==> src/rtl/flux_pkg.sv <==
package flux_pkg;
    typedef enum logic {
        ST_SEARCH = 1'b0,
        ST_TRACK  = 1'b1
    } trk_state_t;
endpackage

==> src/rtl/flux_edge_sync.sv <==
module flux_edge_sync (
    input  logic clk,
    input  logic rst_n,
    input  logic din_n,
    output logic fall
);
    logic [2:0] shreg;

    always_ff @(posedge clk or negedge rst_n) begin
        if (!rst_n) shreg <= '1;
        else        shreg <= {shreg[1:0], din_n};
    end

    // High for one cycle after the synchronized input has gone low
    assign fall = shreg[2] & ~shreg[1];
endmodule

==> src/rtl/flux_interval.sv <==
module flux_interval #(
    parameter int CW = 8
) (
    input  logic          clk,
    input  logic          rst_n,
    input  logic          hit,
    output logic [CW-1:0] since_last,
    output logic [CW-1:0] since_prev2
);
    localparam logic [CW-1:0] SAT = '1;

    function automatic logic [CW-1:0] inc_sat(input logic [CW-1:0] v);
        return (v == SAT) ? SAT : v + 1'b1;
    endfunction

    always_ff @(posedge clk or negedge rst_n) begin
        if (!rst_n) begin
            since_last  <= SAT;
            since_prev2 <= SAT;
        end else if (hit) begin
            since_last  <= CW'(1);
            since_prev2 <= inc_sat(since_last);
        end else begin
            since_last  <= inc_sat(since_last);
            since_prev2 <= inc_sat(since_prev2);
        end
    end
endmodule

==> src/rtl/flux_slicer.sv <==
module flux_slicer #(
    parameter int CW     = 8,
    parameter int NW     = 4,
    parameter int OFFSET = 32
) (
    input  logic [CW-1:0] gap,
    output logic [NW-1:0] value
);
    localparam int MAXV = (1 << NW) - 1;
    logic [CW-1:0] diff;

    always_comb begin
        diff = gap - CW'(OFFSET);
        if (gap < CW'(OFFSET))    value = '0;
        else if (diff > CW'(MAXV)) value = NW'(MAXV);
        else                       value = diff[NW-1:0];
    end
endmodule

==> src/rtl/flux_pwm_decoder.sv <==
module flux_pwm_decoder
    import flux_pkg::*;
#(
    parameter int PERIOD    = 80,
    parameter int TOL       = 2,
    parameter int LOCK_RUN  = 8,
    parameter int DROP_MISS = 3,
    parameter int OFFSET    = 32,
    parameter int GUARD     = 16,
    parameter int NW        = 4,
    parameter int CW        = 8,
    parameter int SYNC_CODE = 15
) (
    input  logic          clk,
    input  logic          rst_n,
    input  logic          rd_n,
    input  logic          index_n,
    output logic [NW-1:0] nib_data,
    output logic          nib_valid,
    output logic          frame_sync,
    output logic          pwm_out,
    output logic          locked
);
    localparam int LO = PERIOD - TOL;
    localparam int HI = PERIOD + TOL;
    localparam int RW = $clog2(LOCK_RUN + 1);
    localparam int MW = $clog2(DROP_MISS + 1);

    trk_state_t state, state_n;

    logic          rd_fall, idx_fall, accept, period_ok;
    logic [CW-1:0] since_last, since_prev2;
    logic [NW-1:0] slice;
    logic          par, start_par;
    logic [RW-1:0] run_q [2];
    logic [MW-1:0] miss_q;
    logic          lock_evt, drop_evt, is_start, is_duty;

    flux_edge_sync u_rd_sync  (.clk(clk), .rst_n(rst_n), .din_n(rd_n),    .fall(rd_fall));
    flux_edge_sync u_idx_sync (.clk(clk), .rst_n(rst_n), .din_n(index_n), .fall(idx_fall));

    flux_interval #(.CW(CW)) u_timer (
        .clk(clk), .rst_n(rst_n), .hit(accept),
        .since_last(since_last), .since_prev2(since_prev2)
    );

    flux_slicer #(.CW(CW), .NW(NW), .OFFSET(OFFSET)) u_slicer (
        .gap(since_last), .value(slice)
    );

    assign accept    = rd_fall && (since_last >= CW'(GUARD));
    assign period_ok = (since_prev2 >= CW'(LO)) && (since_prev2 <= CW'(HI));
    assign is_start  = accept && (par == start_par);
    assign is_duty   = accept && (par != start_par) && (state == ST_TRACK) && !idx_fall;
    assign locked    = (state == ST_TRACK);

    // Next-state logic
    always_comb begin
        state_n  = state;
        lock_evt = 1'b0;
        drop_evt = 1'b0;
        unique case (state)
            ST_SEARCH: begin
                if (!idx_fall && accept && period_ok && run_q[par] == RW'(LOCK_RUN - 1)) begin
                    state_n  = ST_TRACK;   // LOCK_ACQUIRE
                    lock_evt = 1'b1;
                end
            end
            ST_TRACK: begin
                if (idx_fall) begin
                    state_n = ST_SEARCH;   // INDEX_RESTART
                end else if (is_start && !period_ok && miss_q == MW'(DROP_MISS - 1)) begin
                    state_n  = ST_SEARCH;  // MISS_DROP
                    drop_evt = 1'b1;
                end
            end
        endcase
    end

    // State register
    always_ff @(posedge clk or negedge rst_n) begin
        if (!rst_n) state <= ST_SEARCH;
        else        state <= state_n;
    end

    // Phase search bookkeeping
    always_ff @(posedge clk or negedge rst_n) begin
        if (!rst_n) begin
            par       <= 1'b0;
            start_par <= 1'b0;
            run_q[0]  <= '0;
            run_q[1]  <= '0;
            miss_q    <= '0;
        end else begin
            if (accept) par <= ~par;
            if (idx_fall || drop_evt || lock_evt) begin
                run_q[0] <= '0;
                run_q[1] <= '0;
                miss_q   <= '0;
                if (lock_evt) start_par <= par;
            end else if (state == ST_SEARCH && accept) begin
                run_q[par] <= period_ok ? run_q[par] + 1'b1 : '0;
            end else if (state == ST_TRACK && is_start) begin
                miss_q <= period_ok ? '0 : miss_q + 1'b1;
            end
        end
    end

    // Outputs
    always_ff @(posedge clk or negedge rst_n) begin
        if (!rst_n) begin
            nib_data   <= '0;
            nib_valid  <= 1'b0;
            frame_sync <= 1'b0;
            pwm_out    <= 1'b0;
        end else begin
            nib_valid  <= 1'b0;
            frame_sync <= 1'b0;
            if (lock_evt)
                pwm_out <= 1'b1;
            else if (state == ST_TRACK && is_start && period_ok && !idx_fall)
                pwm_out <= 1'b1;
            else if (accept)
                pwm_out <= ~pwm_out;
            if (is_duty) begin
                if (slice == NW'(SYNC_CODE)) begin
                    frame_sync <= 1'b1;
                end else begin
                    nib_valid <= 1'b1;
                    nib_data  <= slice;
                end
            end
        end
    end
endmodule

==> config.mk <==
export PLATFORM = sky130hd
export DESIGN_NAME = flux_pwm_decoder
export DESIGN_NICKNAME = d
export VERILOG_FILES = /design/src/rtl/flux_pkg.sv /design/src/rtl/flux_edge_sync.sv /design/src/rtl/flux_interval.sv /design/src/rtl/flux_slicer.sv /design/src/rtl/flux_pwm_decoder.sv
export SDC_FILE = /design/constraint.sdc
export NUM_CORES = 1
export LEC_CHECK = 0
export BUFFER_PORTS_ARGS = -buffer_cell sky130_fd_sc_hd__buf_2
export CAP_MARGIN = 30
export CORE_MARGIN = 10
export CORE_UTILIZATION = 30
export DETAILED_ROUTE_END_ITERATION = 10
export PLACE_DENSITY = 0.55
export SYNTH_ARGS = -nofsm -noshare
export SYNTH_HDL_FRONTEND = slang
export SYNTH_HIERARCHICAL = 1
export SYNTH_SLANG_ARGS = --single-unit
==> constraint.sdc <==
create_clock -name clk -period 2.2 [get_ports clk]
set_input_delay 0.33 -clock clk [delete_from_list [all_inputs] [get_ports clk]]
set_output_delay 0.33 -clock clk [all_outputs]
set_load 0.02 [all_outputs]
Word-level counts from Yosys, hierarchy flattened:

Index checks and enable logic that the tools add are counted.

* bitwise logic cells: 9
* equal/unequal tests: 8
* multiplexer cells: 34
* reductions and logical operators: 26
* magnitude comparators: 7
* add/subtract/negate cells: 5

Operators with widths (count)
* $mux 8: 6
* $mux 4: 7
* $add 8x1->8 const B: 2
* $eq 8x8->1 const B: 2
* $logic_and 1x1->1: 16
* $mux 1: 14
* $bwmux 8: 1
* $ge 8x5->1 const B: 1
* $ge 8x7->1 const B: 1
* $gt 8x4->1 const B: 1
* $le 8x7->1 const B: 1
* $lt 8x6->1 const B: 1
* $mux 2: 4
* $sub 8x6->8 const B: 1
* $not 1->1: 6
* $reduce_and 2->1: 3
* $add 4x1->4 const B: 1
* $demux 4 s1: 1
* $eq 4x3->1 const B: 1
* $eq 4x4->1 const B: 1
* $reduce_bool 2->1: 2
* $reduce_bool 3->1: 1
* $add 2x1->2 const B: 1
* $and 1x1->1: 2
* 10 further kinds: 12

* output and inout port bits: 8
* input port bits: 4
* logic and storage cells: 103
* register bits after elaboration: 42

Longest topological paths before layout:

Gate-level depths: netlist of run 1.

* depth in word-level cells: 13
* depth in mapped cells: 8
* gate-level depth less buffers: 7

Modules after synthesis:

The synthesis of run 1 kept the hierarchy.

By module, submodules not included
* flux_pwm_decoder: times used 1, area each 1093.5 um^2, cells an instance 105, sequential area each 500.5 um^2
* flux_interval: times used 1, area each 832.0 um^2, cells an instance 76, sequential area each 420.4 um^2
* flux_edge_sync: times used 2, area each 92.6 um^2, cells an instance 4, sequential area each 78.8 um^2
* flux_slicer: times used 1, area each 108.9 um^2, cells an instance 13, sequential area each 0.0 um^2

Worst setup path before layout of run 1:

No wires, ideal clock.

* path type: reg2reg
* from: register par
* to: register run_q[3] in the netlist's numbering
* buffers on the path: 1
* slack: 0.255 ns
* setup time: 0.082 ns
* stages on the path, launching flop included: 9
* clock period less this slack: 1.945 ns
* data arrival time: 1.863 ns
* cell sequence: dfrtp_1 > buf_6 > mux2_2 > ha_1 > nand4bb_1 > a211oi_1 > a41o_1 > a41o_1 > a31oi_1

* longest elaborated chain between the ends: 10
* elaborated cells between the ends (all ways): 28
* those cells by class: add/sub: 1; order compare: 2; eq/ne: 2; mux: 14; bitwise: 1; reduce/logical: 8

Ends and longest elaborated chain
* start, declared: RTL line flux_pwm_decoder.sv:34 `logic par, start_par;`
* start signal, assigned: RTL line flux_pwm_decoder.sv:95 `if (accept) par <= ~par;`
* branches (longest 10 deep; another with $add 4x1->4)
* end signal, assigned by index: RTL line flux_pwm_decoder.sv:102 `run_q[par] <= period_ok ? run_q[par] + 1'b1 : '0;`
* end, declared: RTL line flux_pwm_decoder.sv:35 `logic [RW-1:0] run_q [2];`

Several ways; the timed one is not identified. The select of a mux whose other input is x is not followed.
A chain may end at the register's enable or synchronous reset.

Worst setup path after layout of run 1:

Ends and elaborated chain as after synthesis.

==> impl_metrics.toml, run 1 <==
[timing]
grt_setup_unrepaired = "no"
min_period_ns = 2.10
whs_ns = 0.0186
skew_ns = 0.0101
finalCritPeriodShare_pct = 95.3
tns_ns = 0
maxSlewHeadroom_pct = 62.0
finalHoldViolCount = 0
maxSlewViolCount = 0
max_freq_mhz = 477
setup_viol = 0
tightest_slew_ns = 0.570

[worst_setup_path]
cp.required_ns = 2.43
worstSetupStartpointType = "flip-flop"
r2r-start = "par"
critPathBufInv = 0
crit_family = "compound AO/OA/AOI/OAI gates"
critical_path_class = "flip-flop to flip-flop"
slowest_stage = "dfrtp_1"
crit_path_max_incr_delay_ns = 0.41
worstPathArrival_ns = 2.32
r2r_setup_slack_ns = 0.10
end_kind = "flip-flop"
reg2regPathDepth = 7
regToRegEndpoint = "run_q[3]"
cp_max_fo = 8
crit_chain = "mux2_2, ha_1, nand4b_1, a211oi_1, a41o_1, a41o_2, a31oi_1"

[clock_network]
insertion_delay_ns = 0.30
cts_hold_buf = 0
cts.htree.levels = 2
cts_tree = "done"
ctsLongestPathBuffers = 2
cts_buffers = 5
path_clk_slew_ns = 0.08
postCtsSetupBuffers = 0
cts-root-buf = "clkbuf_8"
cts_resized = 0
cts_sinks = 42

[power_and_ir_drop]
combPwrFrac_pct = 31.8
p_int_w = 0.00163
p_sw_share_pct = 35.4
irDropWorstVdd_uv = 323
pwr-share-seq_pct = 49.0
switching_power_w = 0.000896
clockPowerShare_pct = 19.2
leakagePower_nw = 1.04
powerDensity_nw_per_um2 = 1010

[placement]
gp_congestion = 0.787
io_buffers = 11
post-dp-hpwl_mm = 3.36

[global_route]
antenna_found_initial = 0
grt_pass1_vias = 1657
overflow = 0
grtUsageTotal_pct = 8.62
grt_pass1_wl_mm = 8.16
grt_max_degree = 26

[logic_synthesis]
synth_seq_cells = 42
postSynthAreaPerCell_um2 = 11.0
syn_inst = 202
ys_seq_area_share_pct = 48.6
synthesis.area_um2 = 2220
synth-edff-count = 0
async_flop_share_pct = 100
synth_top_flop_cell = "dfstp_2"
syn_nets = 211
ys_types = 50
yosys_warnings = 6

[routing]
via_per_inst = 5.00
first_iter_violations = 80
drc = 0
ant_nets = 0
num_vias = 1609
wl_mm = 4.62
first_pass_iters = 4
wire_per_inst_um = 14.3

[cells_and_area]
drive_gt1_share_pct = 28.7
n_antenna_cell = 0
layout.nets = 231
area_growth_pct = 13.3

[floorplan]
rows = 31
die_area_um2 = 11200
die_y_um = 106
floorplan.initialDensity_pct = 30.8
io_pins = 12
coreArea_um2 = 7210
die_w_um = 106

[flow_run]
cap_violations = 0

[status]
status = "finished, final reports clean"

[hold_path]
hold_path_class = "input port to async pin"
## cell usage in the layout, fill, tap and decap left out, types with 2 or more instances in the layout
master	synthesis	final
buf_2	2	11
nor2b_4	2	2
dfrtp_1	20	20
or3_1	3	3
nand2_1	16	16
o32ai_1	2	2
mux2i_1	2	2
clkbuf_8	0	5
nor2_1	8	8
clkbuf_1	4	3
xor2_1	3	3
inv_1	10	10
a21oi_1	16	15
nand3_2	2	2
nand3b_1	2	2
a32oi_1	6	6
buf_4	0	9
nand4_1	4	4
and4bb_1	4	4
nand2b_1	2	2
dfstp_2	22	22
or4_1	4	4
o21ai_0	4	4
mux2_2	3	3
a31oi_1	2	2
nor3b_1	2	2
nand4b_1	3	3
nor2b_1	3	3
o21a_1	2	2
and3_1	3	3
xnor2_1	7	7
o41ai_4	2	2
nand3_1	8	8
ha_1	5	5
and2_1	3	3
o22a_1	4	4
## worst max path at each step
stage                           start         to  cells past startpoint
3_5_place_dp                      par   run_q[3]                      7
4_1_cts                           par   run_q[3]                      7
5_1_grt        u_timer/since_prev2[4]  start_par                      5
6_report                          par   run_q[3]                      7
3_3_place_gp   u_timer/since_prev2[4]  start_par                      5
2_1_floorplan                     par   run_q[3]                      8
## Yosys cell counts (3+ instances only)
library cell / count / area [um2]
xnor2_1: 7 / 61.3
a21oi_1: 16 / 80.1
mux2_2: 3 / 33.8
and3_1: 3 / 18.8
nand2_1: 16 / 60.1
nand4_1: 4 / 25.0
o21ai_0: 4 / 20.0
o22a_1: 4 / 35.0
nor2b_1: 3 / 18.8
or4_1: 4 / 30.0
xor2_1: 3 / 26.3
nor2_1: 8 / 30.0
and4bb_1: 4 / 50.1
inv_1: 10 / 37.5
and2_1: 3 / 18.8
ha_1: 5 / 62.6
clkbuf_1: 4 / 15.0
or3_1: 3 / 18.8
nand4b_1: 3 / 26.3
dfstp_2: 22 / 578
dfrtp_1: 20 / 500
nand3_1: 8 / 40.0
a32oi_1: 6 / 52.6
## per-stage QoR
stage                     power (W)  worst slack (ns)  util [%]  area [um2]  std cells
final                       0.00253             0.103      34.9        2510        322
after global placement      0.00205             0.109      33.7        2430        314
after CTS                   0.00256            0.0811      34.8        2510        322
after detailed placement    0.00206             0.105      33.7        2430        314
after floorplan             0.00183             0.255         -        2220        202
after global routing        0.00272         0.0000184      34.9        2510        322
## registers in the layout, indices dropped and copies added, names as in the netlist
| name | flops |
|---|---|
| frame_sync | 1 |
| locked | 1 |
| miss_q | 2 |
| nib_data | 4 |
| nib_valid | 1 |
| par | 1 |
| pwm_out | 1 |
| run_q | 8 |
| start_par | 1 |
| u_idx_sync/shreg | 3 |
| u_rd_sync/shreg | 3 |
| u_timer/since_last | 8 |
| u_timer/since_prev2 | 8 |
## metal layers
metal  vias up  track usage [%]  wire, um
li1        784                -         -
met1       799             10.7      2200
met2        17             14.0      2190
met3         9             1.99       133
met4         0             3.77        86
met5         -                0         0
## power by group through the flow
stage | logic (W) | clock network [W] | registers, W
CTS | 0.000809 | 0.000507 | 0.00124
global placement | 0.000801 | 0 | 0.00125
finish | 0.000804 | 0.000485 | 0.00124
detailed placement | 0.000804 | 0 | 0.00125
global route | 0.000907 | 0.000535 | 0.00128
floorplan | 0.000618 | 0 | 0.00121
## logic make-up (layout without fill, tap and decap cells)
family / count (synthesis) / after routing / share of synthesized area, %
mux: 5 / 5 / 2.42
xor+xnor: 10 / 10 / 3.95
simple gates: 78 / 78 / 23.2
flops: 42 / 42 / 48.6
fa+ha+maj: 5 / 5 / 2.82
compound gates: 45 / 45 / 15.7
buf+inv: 17 / 38 / 3.33
## area by class of cell
type | instances | area, um2
Fill cell | 763 | 4700
Tap cell | 99 | 124
Clock buffer | 8 | 80.1
Timing Repair Buffer | 20 | 123
Sequential cell | 42 | 1080
Multi-Input combinational cell | 143 | 1070
Inverter | 10 | 37.5
No activity file was read; power rests on OpenSTA's default activity.
==> run 2, diff against run 1 <==
Clock period 2.2 ns to 2 ns, I/O delays scaled along.
==> run 2 against run 1 <==
Register-to-register slack worse by 0.02 ns. Sequential cell count stayed put. Setup slack got worse by 0.022 ns. Sequential power up 6%. Critical path depth unchanged. First-iteration DRC count shrank 50%. Routed wire length fell by 3.4%. Final area is 6.8% higher. Count of clock-buffer cells in the layout is 3 lower. Hold slack better by 0.050 ns. Fmax rose by 9.3%. Global-route usage down 0.40 points. Critical path type unchanged. Critical endpoint is now miss_q[1]. Largest power group unchanged.
==> impl_metrics.toml, run 2 (same netlist as run 1, synthesis figures left out) <==
[global_route]
antenna_found_initial = 0
grt_pass1_wl_mm = 7.69
grt_pass1_vias = 1642
overflow = 0
grtUsageTotal_pct = 8.22
grt_max_degree = 43

[timing]
finalHoldViolCount = 0
tightest_slew_ns = 0.524
maxSlewHeadroom_pct = 65.0
maxSlewViolCount = 0
skew_ns = 0.00656
max_freq_mhz = 521
min_period_ns = 1.92
setup_viol = 0
grt_setup_unrepaired = "no"
finalCritPeriodShare_pct = 95.9

[clock_network]
cts.htree.levels = 2
cts-root-buf = "clkbuf_8"
cts_buffers = 5
insertion_delay_ns = 0.29
cts_tree = "done"
ctsLongestPathBuffers = 2
path_clk_slew_ns = 0.08
cts_sinks = 42

[routing]
wire_per_inst_um = 13.3
drc = 0
wl_mm = 4.46
ant_nets = 0
first_pass_iters = 5
first_iter_violations = 40
num_vias = 1652
via_per_inst = 4.93

[floorplan]
rows = 31
coreArea_um2 = 7210
floorplan.initialDensity_pct = 30.8
die_w_um = 106
io_pins = 12
die_y_um = 106
die_area_um2 = 11200

[flow_run]
cap_violations = 0

[placement]
gp_congestion = 0.760
io_buffers = 11
post-dp-hpwl_mm = 3.30
place_inst = 323

[worst_setup_path]
end_kind = "flip-flop"
crit_path_max_incr_delay_ns = 0.53
cp_max_fo = 5
critPathBufInv = 2
critical_path_class = "flip-flop to flip-flop"
crit_family = "simple AND/OR/NAND/NOR gates"
crit_chain = "buf_4, nand4b_1, o41ai_4, buf_4, and3_4, or4_1, a21oi_2"
worstSetupStartpointType = "flip-flop"
worstPathArrival_ns = 2.15
cp.required_ns = 2.23
slowest_stage = "dfstp_2"
cp_common_cell = "buf_4"

[cells_and_area]
final_cell_mix = "22 x buf_4, 22 x dfstp_2, 20 x dfrtp_1"
layout.nets = 244
n_antenna_cell = 0
drive_gt1_share_pct = 36.9
layoutNonFillerInstCount = 335
area_growth_pct = 21.0
fin_util_pct = 37.2
top_regs = "run_q: 8 flops, u_timer/since_last: 8 flops, u_timer/since_prev2: 8 flops"

[power_and_ir_drop]
irDropWorstVdd_uv = 324
powerDensity_nw_per_um2 = 1110
leakagePower_nw = 1.13

[hold_path]
hold_path_class = "input port to async pin"

[status]
status = "finished, final reports clean"
-- run 2: stage by stage --
stage / hold slack [ns] / power [W] / cell area [um2] / setup TNS (ns) / setup WS [ns]
after global routing: 0.0807 / 0.00321 / 2690 / 0 / 0.00108
after global placement: 0.347 / 0.00228 / 2500 / 0 / 0.00923
final: 0.0691 / 0.00299 / 2690 / 0 / 0.0816
after floorplan: 0.00441 / 0.00201 / 2220 / 0 / 0.0554
after detailed placement: 0.347 / 0.00230 / 2500 / -0.169 / -0.0347
after CTS: 0.0832 / 0.00299 / 2630 / 0 / 0.0147
-- run 2: final timing paths --
check | start | to | slack [ns] | depth (start not counted)
worst max-delay path | u_timer/since_prev2[4] | miss_q[1] | 0.08 | 7
worst min-delay path | rst_n | pwm_out | 0.07 | 2
worst max register to register | u_timer/since_prev2[4] | miss_q[1] | 0.08 | 7
worst min register to register | u_idx_sync/shreg[0] | u_idx_sync/shreg[1] | 0.36 | 0
max in group asynchronous | rst_n | u_timer/since_prev2[4] | 1.56 | 2
min in group clk | index_n | u_idx_sync/shreg[0] | 0.10 | 1
-- run 2: where the power goes --
group          internal (W)  total (W)  switching (W)
sequential          0.00113    0.00132       0.000194
clock              0.000368   0.000661       0.000293
combinational      0.000488    0.00101       0.000519
-- run 2: layout make-up --
cell class / instances / area [um2]
fill: 753 / 4530
multi-input combinational: 143 / 1120
sequential: 42 / 1080
timing repair buffer: 33 / 220
tap: 99 / 124
clock buffer: 5 / 68.8
clock inverter: 3 / 40.0
inverter: 10 / 37.5
-- run 2: repair_timing --
| item | 4_1_cts | 5_1_grt |
|---|---|---|
| setup endpoints to repair | 8 | 12 |
| pin swaps | 1 | 8 |
| setup buffers | 1 | 3 |
| gates resized for setup | 2 | 10 |
| hold buffers | 0 | 0 |
-- run 2: routing by layer --
layer | track usage (%) | share of wire (%) | vias to the layer above
li1 | - | - | 812
met1 | 10.4 | 47 | 817
met2 | 13.0 | 48 | 17
met3 | 2.48 | 3.0 | 6
met4 | 2.90 | 1.4 | 0
met5 | 0 | 0 | -
